`config.mk`:
```
export PLATFORM = sky130hd
export DESIGN_NAME = wdt_twostep
export DESIGN_NICKNAME = d
export VERILOG_FILES = /design/src/rtl/wdt_pkg.sv /design/src/rtl/wdt_arm_window.sv /design/src/rtl/wdt_prescale.sv /design/src/rtl/wdt_twostep.sv
export SDC_FILE = /design/constraint.sdc
export NUM_CORES = 1
export LEC_CHECK = 0
export BUFFER_PORTS_ARGS = -buffer_cell sky130_fd_sc_hd__buf_2
export CORE_ASPECT_RATIO = 0.9
export CORE_MARGIN = 1.5
export CORE_UTILIZATION = 40
export DETAILED_ROUTE_END_ITERATION = 16
export GPL_ROUTABILITY_DRIVEN = 0
export PLACE_DENSITY = 0.62
export SYNTH_ARGS = -nofsm -noshare
export SYNTH_HDL_FRONTEND = slang
export SYNTH_SLANG_ARGS = --single-unit
export TNS_END_PERCENT = 5
```
`constraint.sdc`:
```
create_clock -name clk -period 2.1 [get_ports clk]
set_input_delay 0 -clock clk [delete_from_list [all_inputs] [get_ports clk]]
set_output_delay 0 -clock clk [all_outputs]
set_load 0.01 [all_outputs]
```
`src/rtl/wdt_pkg.sv`:
```
package wdt_pkg;
    typedef enum logic [1:0] {
        WD_OFF  = 2'd0,
        WD_RUN  = 2'd1,
        WD_BITE = 2'd2
    } wd_state_e;
endpackage

```
`src/rtl/wdt_arm_window.sv`:
```
// Holds the pending-arm flag and expires it after WIN instruction strobes.
module wdt_arm_window #(
    parameter int WIN = 12
) (
    input  logic clk,
    input  logic rst_n,
    input  logic arm_wr,
    input  logic icyc_stb,
    input  logic consume,
    output logic arm_q
);
    localparam int CW = (WIN > 1) ? $clog2(WIN) : 1;
    localparam logic [CW-1:0] LAST = CW'(WIN - 1);

    logic [CW-1:0] cyc_q;

    always_ff @(posedge clk or negedge rst_n) begin
        if (!rst_n) begin
            arm_q <= 1'b0;
            cyc_q <= '0;
        end else if (arm_wr) begin
            arm_q <= 1'b1;
            cyc_q <= '0;
        end else if (consume) begin
            arm_q <= 1'b0;
            cyc_q <= '0;
        end else if (arm_q && icyc_stb) begin
            if (cyc_q == LAST) begin
                arm_q <= 1'b0;
                cyc_q <= '0;
            end else begin
                cyc_q <= cyc_q + 1'b1;
            end
        end
    end
endmodule

```
`src/rtl/wdt_prescale.sv`:
```
// Divides the clock by BASE_DIV, or BASE_DIV*EXT_DIV when ext_sel is set.
module wdt_prescale #(
    parameter int BASE_DIV = 24,
    parameter int EXT_DIV  = 16
) (
    input  logic clk,
    input  logic rst_n,
    input  logic en,
    input  logic clr,
    input  logic ext_sel,
    output logic tick
);
    localparam int LIM_MAX = BASE_DIV * EXT_DIV;
    localparam int PW      = $clog2(LIM_MAX);
    localparam logic [PW-1:0] LIM_SLOW = PW'(LIM_MAX - 1);
    localparam logic [PW-1:0] LIM_FAST = PW'(BASE_DIV - 1);

    logic [PW-1:0] pre_q;
    logic [PW-1:0] lim;

    assign lim  = ext_sel ? LIM_SLOW : LIM_FAST;
    assign tick = en && !clr && (pre_q == lim);

    always_ff @(posedge clk or negedge rst_n) begin
        if (!rst_n)                pre_q <= '0;
        else if (clr || !en)       pre_q <= '0;
        else if (pre_q == lim)     pre_q <= '0;
        else                       pre_q <= pre_q + 1'b1;
    end
endmodule

```
`src/rtl/wdt_twostep.sv`:
```
module wdt_twostep
    import wdt_pkg::*;
#(
    parameter int CNT_W    = 16,
    parameter int REL_W    = 8,
    parameter int WIN      = 12,
    parameter int BASE_DIV = 24,
    parameter int EXT_DIV  = 16,
    parameter logic [CNT_W-1:0] THRESH = 16'h7FFC
) (
    input  logic             clk,
    input  logic             rst_n,
    input  logic             icyc_stb,
    input  logic             arm_wr,
    input  logic             confirm_wr,
    input  logic             rel_wr,
    input  logic [REL_W-1:0] rel_wdata,
    output logic [REL_W-1:0] rel_rdata,
    output logic [CNT_W-1:0] count,
    output logic             running,
    output logic             wd_stat,
    output logic             rst_req
);
    localparam int LO_W = CNT_W - REL_W;
    localparam logic [CNT_W-1:0] PRE_THRESH = THRESH - 1'b1;

    wd_state_e        state_q, state_d;
    logic             arm_q;
    logic             refresh_go;
    logic             tick;
    logic             ext_q;
    logic [REL_W-1:0] rel_q;
    logic [CNT_W-1:0] count_q;

    assign refresh_go = confirm_wr && arm_q;

    wdt_arm_window #(.WIN(WIN)) u_arm (
        .clk      (clk),
        .rst_n    (rst_n),
        .arm_wr   (arm_wr),
        .icyc_stb (icyc_stb),
        .consume  (refresh_go),
        .arm_q    (arm_q)
    );

    wdt_prescale #(.BASE_DIV(BASE_DIV), .EXT_DIV(EXT_DIV)) u_pre (
        .clk     (clk),
        .rst_n   (rst_n),
        .en      (running),
        .clr     (refresh_go),
        .ext_sel (ext_q),
        .tick    (tick)
    );

    // reload register: software view only, applied at refresh
    always_ff @(posedge clk or negedge rst_n) begin
        if (!rst_n)      rel_q <= '0;
        else if (rel_wr) rel_q <= rel_wdata;
    end

    always_ff @(posedge clk or negedge rst_n) begin
        if (!rst_n)          ext_q <= 1'b0;
        else if (refresh_go) ext_q <= rel_q[REL_W-1];
    end

    always_ff @(posedge clk or negedge rst_n) begin
        if (!rst_n)          count_q <= '0;
        else if (refresh_go) count_q <= {1'b0, rel_q[REL_W-2:0], {LO_W{1'b0}}};
        else if (tick)       count_q <= count_q + 1'b1;
    end

    // state register
    always_ff @(posedge clk or negedge rst_n) begin
        if (!rst_n) state_q <= WD_OFF;
        else        state_q <= state_d;
    end

    // transitions: START, REFRESH, EXPIRE, MOVE_ON
    always_comb begin
        state_d = state_q;
        unique case (state_q)
            WD_OFF: begin
                if (refresh_go) state_d = WD_RUN;
            end
            WD_RUN: begin
                if (refresh_go)                          state_d = WD_RUN;
                else if (tick && count_q == PRE_THRESH)  state_d = WD_BITE;
            end
            WD_BITE: begin
                if (refresh_go || tick) state_d = WD_RUN;
            end
            default: state_d = WD_OFF;
        endcase
    end

    // outputs
    always_comb begin
        running   = (state_q != WD_OFF);
        rst_req   = (state_q == WD_BITE);
        wd_stat   = (state_q == WD_BITE);
        count     = count_q;
        rel_rdata = rel_q;
    end
endmodule

```
Word level (Yosys, flattened, before mapping)
Index checks and enable logic that the tools add are counted.
{"block": "totals", "reg_bits": 41, "inputBits": 14, "output_inout_bits": 27, "wordCells": 52}
{"block": "classes", "add_sub_neg": 3, "eq_ne": 8, "n_mux": 18, "n_reduce_logical": 16}
{"cell": "$mux 16", "count": 2}
{"cell": "$mux 9", "count": 3}
{"cell": "$add 16x1->16 const B", "count": 1}
{"cell": "$eq 16x15->1 const B", "count": 1}
{"cell": "$mux 4", "count": 4}
{"cell": "$add 9x1->9 const B", "count": 1}
{"cell": "$eq 9x9->1", "count": 1}
{"cell": "$mux 2", "count": 4}
{"cell": "$pmux 2 s3", "count": 1}
{"cell": "$reduce_bool 3->1", "count": 2}
{"cell": "$logic_and 1x1->1", "count": 5}
{"cell": "$add 4x1->4 const B", "count": 1}
{"cell": "$eq 4x4->1 const B", "count": 1}
{"cell": "$mux 1", "count": 4}
{"cell": "$reduce_bool 2->1", "count": 2}
{"cell": "$ne 3x3->1 const B", "count": 1}
{"cell": "$reduce_and 3->1", "count": 1}
{"cell": "$eq 2x1->1 const B", "count": 1}
{"cell": "$eq 2x2->1 const B", "count": 1}
{"cell": "$logic_not 1->1", "count": 2}
{"cell": "$logic_not 2->1", "count": 1}
{"cell": "$logic_or 1x1->1", "count": 2}
{"cell": "$ne 2x1->1 const B", "count": 1}
{"cell": "$ne 2x2->1 const B", "count": 1}
{"cell": "$reduce_and 2->1", "count": 1}

Logic depth before layout (Yosys ltp)
{"block": "depth", "word_depth": 8, "ltp_mapped": 8}

Hierarchy
From an unflattened synthesis, not the netlist that was laid out.
{"block": "hier_totals", "hier_cells": 199, "hier_area_um2": 2087.0}
{"mod": "wdt_twostep", "n_inst": 1, "cells_per_inst": 126, "area_each_um2": 1341.3}
{"mod": "wdt_prescale", "n_inst": 1, "cells_per_inst": 47, "area_each_um2": 481.7}
{"mod": "wdt_arm_window", "n_inst": 1, "cells_per_inst": 26, "area_each_um2": 264.0}

Least setup slack after synthesis
No wires, ideal clock.
{"block": "synth_timing", "path_kind": "register -> register", "startpoint": "register u_pre.pre_q[3]", "endpoint": "register count_q[10] (netlist: count[10])", "arrival_ps": 1914, "required_ps": 1959, "slack_ps": 45, "stages_incl_launch_ff": 7, "n_path_buf": 1, "period_less_slack_ps": 2055, "cell_sequence": "dfrtp_1 or4_4 o22a_4 or2_1 buf_6 o311ai_2 o311ai_1"}
{"block": "synth_between", "elab_chain_len": 3}
{"item": "start: declaration", "line": "wdt_prescale.sv:18", "rtl": "logic [PW-1:0] pre_q;"}
{"item": "start signal: assignment", "line": "wdt_prescale.sv:28", "rtl": "else pre_q <= pre_q + 1'b1;"}
{"item": "$eq 9x9->1", "line": "wdt_prescale.sv:22", "rtl": "assign tick = en && !clr && (pre_q == lim);"}
{"item": "$logic_and 1x1->1", "line": "wdt_prescale.sv:22"}
{"item": "$reduce_bool 2->1 (no source line)"}
{"item": "end signal: assignment", "line": "wdt_twostep.sv:68", "rtl": "else if (refresh_go) count_q <= {1'b0, rel_q[REL_W-2:0], {LO_W{1'b0}}};"}
{"item": "end signal: assignment", "line": "wdt_twostep.sv:69", "rtl": "else if (tick) count_q <= count_q + 1'b1;"}
{"item": "end: declaration", "line": "wdt_twostep.sv:33", "rtl": "logic [CNT_W-1:0] count_q;"}
No other way between the ends.
A chain may end at the register's enable or synchronous reset.

Worst setup path in the final report
{"block": "layout_timing", "startpoint": "register ext_q", "endpoint": "register count_q[12] (netlist: count[12])"}
{"block": "layout_between", "elab_chain_len": 4}
{"item": "start: declaration", "line": "wdt_twostep.sv:31", "rtl": "logic ext_q;"}
{"item": "start signal: assignment", "line": "wdt_twostep.sv:63", "rtl": "else if (refresh_go) ext_q <= rel_q[REL_W-1];"}
{"item": "$mux 9", "line": "wdt_prescale.sv:21", "rtl": "assign lim = ext_sel ? LIM_SLOW : LIM_FAST;"}
{"item": "$eq 9x9->1", "line": "wdt_prescale.sv:22"}
{"item": "$logic_and 1x1->1", "line": "wdt_prescale.sv:22"}
{"item": "$reduce_bool 2->1 (no source line)"}
No other way between the ends.

==> results.tsv <==
stage	metric	value	unit
run_status	outcome	finished, final reports clean	
setup_path	crit_type	register to register	
power_and_ir_drop	p_sw_frac	0.2696	
floorplan	chipHeight	71.49	um
setup_path	reg2regPathDepth	5	
power_and_ir_drop	switching_power	519.5	uW
worst_hold_path	min_path_cells	2	
placed_design	hpwlAfterDp	3312	um
cells_and_area	drive_gt1_frac	0.2800	
setup_path	r2r_setup_slack	0.07	ns
grt	antenna_found_initial	0	
clock_tree	cts_tree	built	
detailed_routing	ant_nets	0	
yosys	synthTopCellsByCount	dfrtp_1, nand2_1, nor2_1, nand3_1, xnor2_1	
yosys	synth_cell_types	39	
yosys	syn-num-nets	228	
setup_path	rr_endpoint	count[12]	
floorplan	start_util	0.4233	
power_and_ir_drop	p_per_area	721.0	nW/um^2
yosys	synth-seq-area-share	0.4922	
clock_tree	cts_buffer_depth	2	
sta	worst_slack	0.06883	ns
yosys	async_reset_ff_frac	1.000	
sta	slew_headroom	0.4022	
clock_tree	cts_setup_buffers	0	
clock_tree	cts_buffers	5	
sta	period_needed	2.031	ns
sta	fmax	492.3	MHz
yosys	yosys.area.top_type	dfrtp_1	
floorplan	die-area	5654	um^2
power_and_ir_drop	power_leakage	0.001196	uW
grt	grt_max_degree	42	
worst_hold_path	holdPathEnd	rel_rdata[4]	
sta	worst_pin_slew	0.8967	ns
sta	fin_crit_sh	0.9672	
cells_and_area	diodes	0	
yosys	synth_most_common_cell	dfrtp_1	
power_and_ir_drop	clkPwrFrac	0.348	
setup_path	endpoint_kind	register	
detailed_routing	dr.pass1.iters	6	
detailed_routing	drc	0	
floorplan	core_area	4925	um^2
power_and_ir_drop	peakVddDrop	456.8	uV
floorplan	ioPinCount	41	
yosys	synth_seq_cells	41	
floorplan	die_x	79.10	um
run	drv_cap	0	
sta	final_hold_viol_count	0	
worst_hold_path	hold_class	input pin to register	
yosys	synth_edf_count	0	
power_and_ir_drop	pwr-share-comb	0.168	
sta	setup-violations-final	0	
power_and_ir_drop	fin_total_pwr	1927	uW
yosys	synth.top_cells.by_area	dfrtp_1, nand2_1, mux2_2, xnor2_1, nand3_1	
yosys	syn_area	2084	um^2
yosys	yosys_warnings	0	
clock_tree	insertion_delay	0.30	ns
setup_path	cp.arrival	2.27	ns
placed_design	place_ws	-0.03820	ns
cells_and_area	syn2layout_area_growth	28.21	%
yosys	netlist_instances	211	
grt	grt_pass1_wl	8114	um
power_and_ir_drop	pwr-share-seq	0.484	
grt	grt_pass1_vias	1744	
power_and_ir_drop	p_int	1407	uW
sta	slew_violations	0	
floorplan	rows	24	
clock_tree	clk_pin_slew	0.08	ns
detailed_routing	routed_via_density	5.329	
grt	overflow	0	
detailed_routing	drt_iter0_markers	161	
clock_tree	root_buffer	clkbuf_8	
detailed_routing	wire_per_inst	14.29	um
setup_path	crit_fanout	6	
yosys	synth.top_cell.area_share	0.4922	
clock_tree	htree_levels	2	
clock_tree	cts_sinks	41	
placed_design	port_buffers	40	
grt	gr-usage-all-layers	0.1868	
yosys	synthFlopType	dfrtp_1	
worst_hold_path	hp-start	rel_wr	
detailed_routing	routed_wl	4859	um
setup_path	r2r-start	ext_q	
setup_path	start_kind	register	
detailed_routing	num_vias	1812	
setup_path	worst_ep_required_time	2.34	ns
cells_and_area	final_nets	291	
yosys	syn_avg_cell_area	9.879	um^2
sta	fin_skew	0.006497	ns
[final cells by class]
| class | count | area [um^2] |
|---|---|---|
| Fill cell | 465 | 2252 |
| Sequential cell | 41 | 1026 |
| Multi-Input combinational cell | 158 | 1018 |
| Timing Repair Buffer | 65 | 419.2 |
| Clock buffer | 7 | 86.33 |
| Tap cell | 65 | 81.33 |
| Clock inverter | 1 | 30.03 |
| Inverter | 3 | 11.26 |
[sequential cells by signal (all words and copies together) (netlist names)]
register / cells
count: 16
u_pre.pre_q: 9
rel_rdata: 8
u_arm.cyc_q: 4
state_q: 2
ext_q: 1
u_arm.arm_q: 1
[worst max path at each step]
stage	slack (ns)	end	from	depth (start not counted)
floorplan	0.04	count[10]	u_pre.pre_q[3]	6
global placement	0.006	count[13]	ext_q	5
detailed placement	-0.04	count[14]	ext_q	5
CTS	0.006	count[12]	ext_q	5
global route	-0.03	count[4]	ext_q	6
finish	0.07	count[12]	ext_q	5
[critical path, stage by stage, from the launching register on]
cell	delay (ns)
dfrtp_1	0.38
or4_4	0.53
o22a_4	0.23
or2_4	0.28
or4_1	0.47
nand3_1	0.09
[power groups by stage]
stage               combinational [uW]  clock (uW)  sequential (uW)
floorplan                          158           0              954
global placement                   305           0              943
detailed placement                 309           0              945
CTS                                325         690              931
global route                       363         714              945
finish                             324         670              932
[timing repair]
item,4_1_cts,5_1_grt
hold buffers,11,0
hold endpoints to repair,51,0
pin swaps,0,1
resized for setup,1,7
setup endpoints to repair,7,7
[cells in the final DEF (no fill, tap or decap), types with 2 or more instances in the layout]
cell and count:
a21o_1 2, a21oi_1 2, and3_1 3, buf_2 40, buf_4 13, clkbuf_8 6, dfrtp_1 41, dlygate4sd3_1 11
ha_1 3, inv_1 3, mux2_2 8, nand2_1 31, nand2b_1 4, nand3_1 16, nand4_1 5, nand4b_1 3
nor2_1 21, nor2b_1 4, nor3_1 5, nor4_1 2, o21ai_0 8, o311ai_1 10, o31ai_1 2, or2_4 2
or3_1 3, xnor2_1 10, xor2_1 2
[through the flow]
stage	instances	util	setup TNS, ns	area (um^2)	hold WS (ns)
2_1_floorplan	211	-	0	2085	-0.2956
3_5_place_dp	321	0.4909	-0.09931	2417	0.1829
4_1_cts	340	0.5373	0	2646	0.09835
5_1_grt	340	0.5427	-0.02972	2673	0.1062
6_report	340	0.5427	0	2673	0.08774
3_3_place_gp	321	0.4909	0	2417	0.1876
[cells by family (layout without fill, tap and decap cells)]
family          after synthesis  count (layout)  share of synthesized area
compound gates               29              29                     0.1086
xor+xnor                     12              12                    0.05042
fa+ha+maj                     3               3                    0.01801
buf+inv                      12              76                    0.03121
flops                        41              41                     0.4922
mux                           9               9                    0.04802
simple gates                105             105                     0.2515
[per-layer routing]
metal,part of all wire,track usage,up-vias
li1,-,-,880
met1,0.51,0.2690,863
met2,0.43,0.2707,62
met3,0.046,0.03694,7
met4,0.019,0.08772,0
met5,0,0,-
Note: power is estimated with default switching activity, not from simulation.
